$ cat src/rtl/owm_pkg.sv
package owm_pkg;

    localparam logic [7:0] CMD_WR_SP    = 8'h0F;
    localparam logic [7:0] CMD_RD_SP    = 8'hAA;
    localparam logic [7:0] CMD_CP_SP    = 8'h55;
    localparam logic [7:0] CMD_RD_MEM   = 8'hF0;
    localparam logic [7:0] CMD_WR_AR    = 8'h99;
    localparam logic [7:0] CMD_RD_STAT  = 8'h66;
    localparam logic [7:0] CMD_RD_AR    = 8'hC3;
    localparam logic [7:0] CMD_CP_LOCK  = 8'h5A;

    localparam logic [7:0] KEY_COPY     = 8'hA5;
    localparam logic [7:0] KEY_STATUS   = 8'h00;

    localparam logic [7:0] STAT_OPEN    = 8'hFF;
    localparam logic [7:0] STAT_LOCKED  = 8'hFC;

    typedef enum logic [2:0] {
        ST_CMD, ST_ADDR, ST_WR, ST_RD, ST_KEY, ST_HOLD
    } eng_state_e;

    typedef enum logic [2:0] {
        OP_WSP, OP_RSP, OP_CPSP, OP_RMEM, OP_WAR, OP_RSTAT, OP_RAR, OP_LOCK
    } eng_op_e;

    typedef enum logic {
        KIND_DATA = 1'b0,
        KIND_APP  = 1'b1
    } copy_kind_e;

endpackage

$ cat src/rtl/owm_prog_timer.sv
module owm_prog_timer
    import owm_pkg::*;
#(
    parameter int PROG_CYCLES = 500,
    localparam int CW = $clog2(PROG_CYCLES + 1)
) (
    input  logic       clk,
    input  logic       rst_n,
    input  logic       start,
    input  copy_kind_e start_kind,
    output logic       busy,
    output logic       done,
    output copy_kind_e done_kind
);

    typedef struct packed {
        logic [CW-1:0] cnt;
        copy_kind_e    kind;
    } tmr_t;

    tmr_t q, d;

    always_comb begin
        d = q;
        if (q.cnt != '0) begin
            d.cnt = q.cnt - CW'(1);
        end else if (start) begin
            d.cnt  = CW'(PROG_CYCLES);
            d.kind = start_kind;
        end
    end

    always_ff @(posedge clk or negedge rst_n) begin
        if (!rst_n) q <= '{cnt: '0, kind: KIND_DATA};
        else        q <= d;
    end

    assign busy      = (q.cnt != '0);
    assign done      = (q.cnt == CW'(1));
    assign done_kind = q.kind;


    busy_after_start_chk: assert property (@(posedge clk) disable iff (!rst_n)
        start |=> busy);


    cnt_range_chk: assert property (@(posedge clk) disable iff (!rst_n)
        q.cnt <= CW'(PROG_CYCLES));

endmodule

$ cat src/rtl/owm_store.sv
module owm_store
    import owm_pkg::*;
#(
    parameter int DATA_BYTES = 32,
    parameter int APP_BYTES  = 8,
    localparam int DA_W = $clog2(DATA_BYTES),
    localparam int AA_W = $clog2(APP_BYTES)
) (
    input  logic            clk,
    input  logic            rst_n,
    input  logic            mem_to_sp,
    input  logic            sp_we,
    input  logic [DA_W-1:0] sp_waddr,
    input  logic [7:0]      sp_wdata,
    input  logic            rs_we,
    input  logic [AA_W-1:0] rs_waddr,
    input  logic [7:0]      rs_wdata,
    input  logic            prog_done,
    input  copy_kind_e      prog_kind,
    input  logic [DA_W-1:0] sp_raddr,
    output logic [7:0]      sp_rdata,
    input  logic [AA_W-1:0] ar_raddr,
    output logic [7:0]      ar_rdata,
    output logic            lock,
    output logic [7:0]      status
);

    typedef struct packed {
        logic [DATA_BYTES-1:0][7:0] mem;
        logic [DATA_BYTES-1:0][7:0] sp;
        logic [APP_BYTES-1:0][7:0]  app;
        logic [APP_BYTES-1:0][7:0]  rs;
        logic                       lock;
    } store_t;

    store_t q, d;

    always_comb begin
        d = q;
        if (mem_to_sp) begin
            d.sp = q.mem;
        end else if (sp_we) begin
            d.sp[sp_waddr] = sp_wdata;
        end
        if (rs_we && !q.lock) begin
            d.rs[rs_waddr] = rs_wdata;
        end
        if (prog_done) begin
            if (prog_kind == KIND_DATA) begin
                d.mem = q.sp;
            end else if (!q.lock) begin
                d.app  = q.rs;
                d.lock = 1'b1;
            end
        end
    end

    always_ff @(posedge clk or negedge rst_n) begin
        if (!rst_n) q <= '0;
        else        q <= d;
    end

    assign sp_rdata = q.sp[sp_raddr];
    assign ar_rdata = q.lock ? q.app[ar_raddr] : q.rs[ar_raddr];
    assign lock     = q.lock;
    assign status   = q.lock ? STAT_LOCKED : STAT_OPEN;


    lock_sticky_chk: assert property (@(posedge clk) disable iff (!rst_n)
        q.lock |=> q.lock);


    app_frozen_chk: assert property (@(posedge clk) disable iff (!rst_n)
        q.lock |=> $stable(q.app));


    mem_only_on_copy_chk: assert property (@(posedge clk) disable iff (!rst_n)
        !(prog_done && prog_kind == KIND_DATA) |=> $stable(q.mem));

endmodule

$ cat src/rtl/owm_cmd_fsm.sv
module owm_cmd_fsm
    import owm_pkg::*;
#(
    parameter int DATA_BYTES = 32,
    parameter int APP_BYTES  = 8,
    localparam int DA_W = $clog2(DATA_BYTES),
    localparam int AA_W = $clog2(APP_BYTES)
) (
    input  logic            clk,
    input  logic            rst_n,
    input  logic            bus_rst,
    input  logic            rx_valid,
    input  logic [7:0]      rx_byte,
    input  logic            tx_ack,
    input  logic            busy,
    input  logic            lock,
    input  logic [7:0]      sp_rdata,
    input  logic [7:0]      ar_rdata,
    input  logic [7:0]      status,
    output logic            tx_avail,
    output logic [7:0]      tx_data,
    output logic            mem_to_sp,
    output logic            sp_we,
    output logic [DA_W-1:0] sp_waddr,
    output logic [7:0]      sp_wdata,
    output logic            rs_we,
    output logic [AA_W-1:0] rs_waddr,
    output logic [7:0]      rs_wdata,
    output logic [DA_W-1:0] sp_raddr,
    output logic [AA_W-1:0] ar_raddr,
    output logic            prog_start,
    output copy_kind_e      prog_kind
);

    typedef struct packed {
        eng_state_e      st;
        eng_op_e         op;
        logic [DA_W-1:0] addr;
    } fsm_t;

    fsm_t q, d;

    function automatic logic [DA_W-1:0] step_addr(eng_op_e op, logic [DA_W-1:0] a);
        if (op == OP_WAR || op == OP_RAR) return DA_W'(a[AA_W-1:0] + AA_W'(1));
        else                              return a + DA_W'(1);
    endfunction

    always_comb begin
        d          = q;
        mem_to_sp  = 1'b0;
        sp_we      = 1'b0;
        rs_we      = 1'b0;
        prog_start = 1'b0;
        prog_kind  = KIND_DATA;

        if (bus_rst) begin
            d.st = ST_CMD;
        end else if (rx_valid && !busy) begin
            case (q.st)
                ST_CMD: begin
                    case (rx_byte)
                        CMD_WR_SP:   begin d.st = ST_ADDR; d.op = OP_WSP;   end
                        CMD_RD_SP:   begin d.st = ST_ADDR; d.op = OP_RSP;   end
                        CMD_CP_SP:   begin d.st = ST_KEY;  d.op = OP_CPSP;  end
                        CMD_RD_MEM:  begin d.st = ST_ADDR; d.op = OP_RMEM;
                                           mem_to_sp = 1'b1;                end
                        CMD_WR_AR:   begin d.st = ST_ADDR; d.op = OP_WAR;   end
                        CMD_RD_STAT: begin d.st = ST_KEY;  d.op = OP_RSTAT; end
                        CMD_RD_AR:   begin d.st = ST_ADDR; d.op = OP_RAR;   end
                        CMD_CP_LOCK: begin d.st = ST_KEY;  d.op = OP_LOCK;  end
                        default:           d.st = ST_HOLD;
                    endcase
                end
                ST_ADDR: begin
                    if (q.op == OP_WAR || q.op == OP_RAR) d.addr = DA_W'(rx_byte[AA_W-1:0]);
                    else                                  d.addr = rx_byte[DA_W-1:0];
                    d.st = (q.op == OP_WSP || q.op == OP_WAR) ? ST_WR : ST_RD;
                end
                ST_WR: begin
                    if (q.op == OP_WSP) sp_we = 1'b1;
                    else                rs_we = !lock;
                    d.addr = step_addr(q.op, q.addr);
                end
                ST_KEY: begin
                    d.st = ST_HOLD;
                    case (q.op)
                        OP_CPSP: if (rx_byte == KEY_COPY) begin
                            prog_start = 1'b1;
                            prog_kind  = KIND_DATA;
                        end
                        OP_LOCK: if (rx_byte == KEY_COPY && !lock) begin
                            prog_start = 1'b1;
                            prog_kind  = KIND_APP;
                        end
                        OP_RSTAT: if (rx_byte == KEY_STATUS) d.st = ST_RD;
                        default: ;
                    endcase
                end
                default: ;
            endcase
        end else if (tx_ack && q.st == ST_RD && q.op != OP_RSTAT) begin
            d.addr = step_addr(q.op, q.addr);
        end
    end

    always_ff @(posedge clk or negedge rst_n) begin
        if (!rst_n) q <= '{st: ST_CMD, op: OP_WSP, addr: '0};
        else        q <= d;
    end

    assign sp_waddr = q.addr;
    assign sp_wdata = rx_byte;
    assign rs_waddr = q.addr[AA_W-1:0];
    assign rs_wdata = rx_byte;
    assign sp_raddr = q.addr;
    assign ar_raddr = q.addr[AA_W-1:0];
    assign tx_avail = (q.st == ST_RD);

    always_comb begin
        case (q.op)
            OP_RAR:   tx_data = ar_rdata;
            OP_RSTAT: tx_data = status;
            default:  tx_data = sp_rdata;
        endcase
    end


    busy_ignores_chk: assert property (@(posedge clk) disable iff (!rst_n)
        busy |-> !(prog_start || sp_we || rs_we || mem_to_sp));


    bus_rst_ends_chk: assert property (@(posedge clk) disable iff (!rst_n)
        bus_rst |=> !tx_avail);


    hold_quiet_chk: assert property (@(posedge clk) disable iff (!rst_n)
        (q.st == ST_HOLD && !bus_rst) |=> (q.st == ST_HOLD && !tx_avail));

endmodule

$ cat src/rtl/owm_otp_engine.sv
module owm_otp_engine
    import owm_pkg::*;
#(
    parameter int DATA_BYTES  = 32,
    parameter int APP_BYTES   = 8,
    parameter int PROG_CYCLES = 500
) (
    input  logic       clk,
    input  logic       rst_n,
    input  logic       bus_rst,
    input  logic       rx_valid,
    input  logic [7:0] rx_byte,
    input  logic       tx_ack,
    output logic       tx_avail,
    output logic [7:0] tx_data,
    output logic       busy
);

    localparam int DA_W = $clog2(DATA_BYTES);
    localparam int AA_W = $clog2(APP_BYTES);

    logic            mem_to_sp, sp_we, rs_we, prog_start, prog_done, lock;
    logic [DA_W-1:0] sp_waddr, sp_raddr;
    logic [AA_W-1:0] rs_waddr, ar_raddr;
    logic [7:0]      sp_wdata, rs_wdata, sp_rdata, ar_rdata, status;
    copy_kind_e      start_kind, done_kind;

    owm_cmd_fsm #(.DATA_BYTES(DATA_BYTES), .APP_BYTES(APP_BYTES)) u_fsm (
        .clk, .rst_n, .bus_rst, .rx_valid, .rx_byte, .tx_ack,
        .busy, .lock, .sp_rdata, .ar_rdata, .status,
        .tx_avail, .tx_data, .mem_to_sp, .sp_we, .sp_waddr, .sp_wdata,
        .rs_we, .rs_waddr, .rs_wdata, .sp_raddr, .ar_raddr,
        .prog_start, .prog_kind(start_kind)
    );

    owm_store #(.DATA_BYTES(DATA_BYTES), .APP_BYTES(APP_BYTES)) u_store (
        .clk, .rst_n, .mem_to_sp, .sp_we, .sp_waddr, .sp_wdata,
        .rs_we, .rs_waddr, .rs_wdata, .prog_done, .prog_kind(done_kind),
        .sp_raddr, .sp_rdata, .ar_raddr, .ar_rdata, .lock, .status
    );

    owm_prog_timer #(.PROG_CYCLES(PROG_CYCLES)) u_timer (
        .clk, .rst_n, .start(prog_start), .start_kind,
        .busy, .done(prog_done), .done_kind
    );

endmodule

$ cat config.mk
export PLATFORM = sky130hd
export DESIGN_NAME = owm_otp_engine
export DESIGN_NICKNAME = d
export VERILOG_FILES = /design/src/rtl/owm_pkg.sv /design/src/rtl/owm_prog_timer.sv /design/src/rtl/owm_store.sv /design/src/rtl/owm_cmd_fsm.sv /design/src/rtl/owm_otp_engine.sv
export SDC_FILE = /design/constraint.sdc
export NUM_CORES = 2
export LEC_CHECK = 0
export CAP_MARGIN = 20
export CORE_ASPECT_RATIO = 1.2
export CORE_MARGIN = 1
export CORE_UTILIZATION = 35
export DETAILED_ROUTE_END_ITERATION = 8
export DONT_BUFFER_PORTS = 1
export HOLD_SLACK_MARGIN = 0.12
export PLACE_DENSITY = 0.58
export SLEW_MARGIN = 20
export SYNTH_ARGS = -nofsm -noshare
export SYNTH_HDL_FRONTEND = slang
export SYNTH_SLANG_ARGS = --single-unit
export TNS_END_PERCENT = 20
$ cat constraint.sdc
create_clock -name clk -period 4.12 [get_ports clk]
set_clock_uncertainty 0.2 [all_clocks]
set_input_delay 0.618 -clock clk [delete_from_list [all_inputs] [get_ports clk]]
set_output_delay 0.618 -clock clk [all_outputs]
set_load 0.02 [all_outputs]
==> metrics.md <==
| Metric | Value |
|---|---|
| Ordered list of cells on the worst path | `buf_4, nor2b_4, buf_4, a22oi_1, o221a_2, o21ai_0, a21oi_2, a211oi_4, buf_4, buf_4` |
| Seq cells post-synth | `662` |
| Worst Setup Slack, final | `-0.0229 ns` |
| Pint | `~10 mW` |
| Critical path's top delay family | `compound AO/OA/AOI/OAI gates` |
| Req. time, crit path | `roughly 3.3 ns` |
| Reg-to-Reg Start | `u_fsm.q[8]` |
| Max cap viols | `0` |
| Hold Path Class | `in2reg` |
| CP startpoint | `u_fsm.sp_raddr[2]` |
| Filler cells | `8,278` |
| Vias in the first global route | `roughly 24k` |
| Slew @ Worst Pin | `between 1 and 1.5 ns` |
| Unrepaired setup endpoints after global routing | `true` |
| Met1 wire length | `just over 40 mm` |
| Leak | `about 17 nW` |
| Hold depth | `3` |
| Most Frequent Cell on Critical Path | `buf_4` |
| Worst VDD drop | `about 0.25 mV` |
| Initial antenna violation count | `0` |
| CP Max Fanout | `14` |
| Area leader, netlist | `dfrtp_1` |
| Slowest cell on crit path | `dfrtp_4` |
| Total routing usage reported by global routing | `a little under a quarter` |
| Critical path buffers and inverters | `4` |
| Clk sinks | `approximately 660` |
| Chip height | `328 µm` |
| Initial Util | `35.3%` |
| Core area | `slightly below 0.09 mm²` |
| Routability cong. | `around 0.93` |
| Status | `finished, violations left` |
| WL met3 | `7.18 mm` |
| CTS max path bufs | `3` |
| Final hold viol count | `0` |
| Share of cells above drive strength 1 | `between 20 and 30%` |
| Placed cell areas | `between 0.03 and 0.04 mm²` |
| PwrDens | `~370 mW/mm²` |
| Via Count | `23.7k` |
| YS warnings | `0` |
| Die area | `between 0.08 and 0.09 mm²` |
| Most frequent cells after synthesis | `dfrtp_1, mux2_2, nand2_1` |
| Relative slew slack | `27.6%` |
| Worst-Skew Late Latency | `~0.65 ns` |
| Syn Nets | `2,762` |
| 1st-pass router iterations | `9` |
| Final routed DRC violation total | `8` |
| Clock transition at path regs | `roughly 0.060 ns` |
| FP Rows | `119` |
| Worst Path Arrival | `between 3 and 4 ns` |
| Final setup viols | `3` |
| DIE WIDTH | `between 200 and 300 µm` |
| Endpoint class of the critical path | `primary output` |
| Area delta synth->final | `15.5%` |
| Top cells by area, synth | `dfrtp_1, mux2_2, mux2i_1` |
| Sw Share | `between 20% and 30%` |
| R2R depth | `7` |
| Final period util | `101%` |
| Syn_area_per_cell | `11.3 µm²` |
| Vias per cell | `about 6` |
| Post-synthesis async set-or-reset flop share | `100%` |
| H-tree Lvls | `3` |
| Max Clk Rate | `approximately 240 MHz` |
| CTS root buf | `clkbuf_16` |
| Number of synthesized flops with an enable pin | `0` |
| NetSw | `between 2 and 3 mW` |
| Design Area, Final | `0.0358 mm²` |
| CTS buffer count | `71` |
| Synth top area share | `53.4%` |
| Highest Signal Layer | `met4` |
| First-pass GRT wire length | `157 mm` |
| Violated checks | `design-rule violations, negative setup slack` |
| Levels on crit path | `10` |
| Post-DP HPWL | `between 60 and 70 mm` |
| Largest net degree at the start of global routing | `roughly 660` |
| Yosys cell types | `80` |
| Routed len/inst | `26.5 µm` |
| Met2 wire length | `approximately 50 mm` |
| Crit path kind | `reg2out` |
| Synth Cell Area | `just over 0.03 mm²` |
| Prevailing post-synth register cell | `dfrtp_1` |
| Slew Viols, Final | `0` |
| Sequential cell area fraction in the yosys report | `between 50 and 60%` |
| TritonCTS clock tree | `built` |
| Startpoint types | `register` |
| IO Count | `23` |
| Worst hold start | `bus_rst` |
| DRT antenna net count | `0` |
| Total Routed Length | `~100 mm` |
| Final core utilization | `between 40 and 50%` |
| Fin nets | `2,758` |
| Clk network pwr share | `approximately half` |
| Count leader, synth | `dfrtp_1` |
| Final min period | `slightly above 4 ns` |
| Share of power burned in registers | `between 40 and 50%` |
| 1st-iter DRT viols | `2,825` |
| Syn Inst Count | `2,743` |
| Number of port buffers | `0` |
| Crit-path max cell delay | `0.54 ns` |
| Combinational share of power | `approximately 2.1%` |
| Total gr overflow | `0` |
==> routing by layer <==
layer | GRT usage [%] | vias up
met5 | 0 | -
met4 | 11.8 | 0
met3 | 3.65 | 317
met2 | 38.1 | 1139
met1 | 29.6 | 12204
li1 | - | 10016
==> layout make-up <==
type                    count  area [µm²]  area share [%]
inverters                  17        63.8           0.178
repair buffers            151        1690            4.73
diodes                      1        2.50         0.00699
clock inverters            19         205           0.573
well taps                1149        1440            4.01
multi-input cells        1836       13700            38.3
flip-flops and latches    662       16600            46.3
clock buffers             102        2130            5.94
==> cell usage in the layout (no fill, tap or decap), drive strengths merged, types with 5 or more instances in the layout <==
cell type,n
mux2,386
nor2,118
a31oi,13
nor3,48
nor3b,10
nor4,19
o22ai,13
nand4,12
a222oi,19
dfrtp,662
buf,145
nor2b,16
o21ai,177
or2,6
nand3,80
ha,6
mux2i,159
or4,8
o211ai,29
a211oi,12
a22oi,77
nand2b,8
mux4,9
a221o,8
clkbuf,103
and2,10
clkinv,11
a221oi,64
and3,6
o21bai,5
inv,17
a21o,16
a21oi,127
nand2,307
clkinvlp,5
==> kinds of logic after synthesis <==
logic type / count (synthesis) / synth area share (%)
AOI/OAI and AO/OA: 603 / 12.8
xor gates and xnor gates: 5 / 0.141
adders and majority gates: 6 / 0.242
buffers and inverters: 246 / 3.25
DFF: 662 / 53.4
muxes: 554 / 19.8
and+or+nand+nor: 667 / 10.4
==> worst min-delay path, cell delays in order <==
cell and delay [ns]:
nor2_1 0.03, o211ai_1 0.18, mux2i_1 0.11
==> registers in the layout (all words and copies together) (netlist names) <==
name	cells
u_timer.q	9
u_store.q	640
u_store.lock	1
u_timer.done_kind	1
u_fsm.sp_raddr	5
u_fsm.q	6
==> path summary, 6_finish.rpt <==
path | slack (ns) | to
worst max-delay path | -0.02 | tx_data[4]
worst min-delay path | 0.17 | u_fsm.q[6]
worst max register to register | 0.20 | u_store.q[231]
worst min register to register | 0.27 | u_store.q[309]
max in group asynchronous | 1.12 | u_store.q[604]
min in group asynchronous | 0.44 | u_timer.q[5]
==> what timing repair did <==
item,in CTS,in global routing
setup buffers,10,7
pin swaps,5,10
resized for setup,37,23
hold buffers,10,1
endpoints found under the hold margin,915,177
setup endpoints to repair,8,8
cloned,2,1
==> power groups by stage <==
stage	Combinational (mW)	Sequential, mW	Clock, mW
2_1_floorplan	0.0598	6.62	0
5_1_grt	0.301	6.50	6.85
4_1_cts	0.137	6.50	6.59
3_5_place_dp	0.0417	6.62	0
3_3_place_gp	0.0415	6.62	0
6_report	0.275	6.50	6.46
==> per-stage QoR <==
stage          power [mW]  TNS (ns)  setup WS, ns  hold slack, ns  cells
2_1_floorplan        6.68         0         0.749           0.122   2743
3_3_place_gp         6.66         0        0.0871           0.180   3780
3_5_place_dp         6.66         0         0.122           0.172   3780
4_1_cts              13.2   -0.0212       -0.0212          -0.500   3923
5_1_grt              13.7    -0.251       -0.0737           0.167   3936
6_report             13.2   -0.0312       -0.0229           0.165   3937
Power figures use the tool's default switching activity.
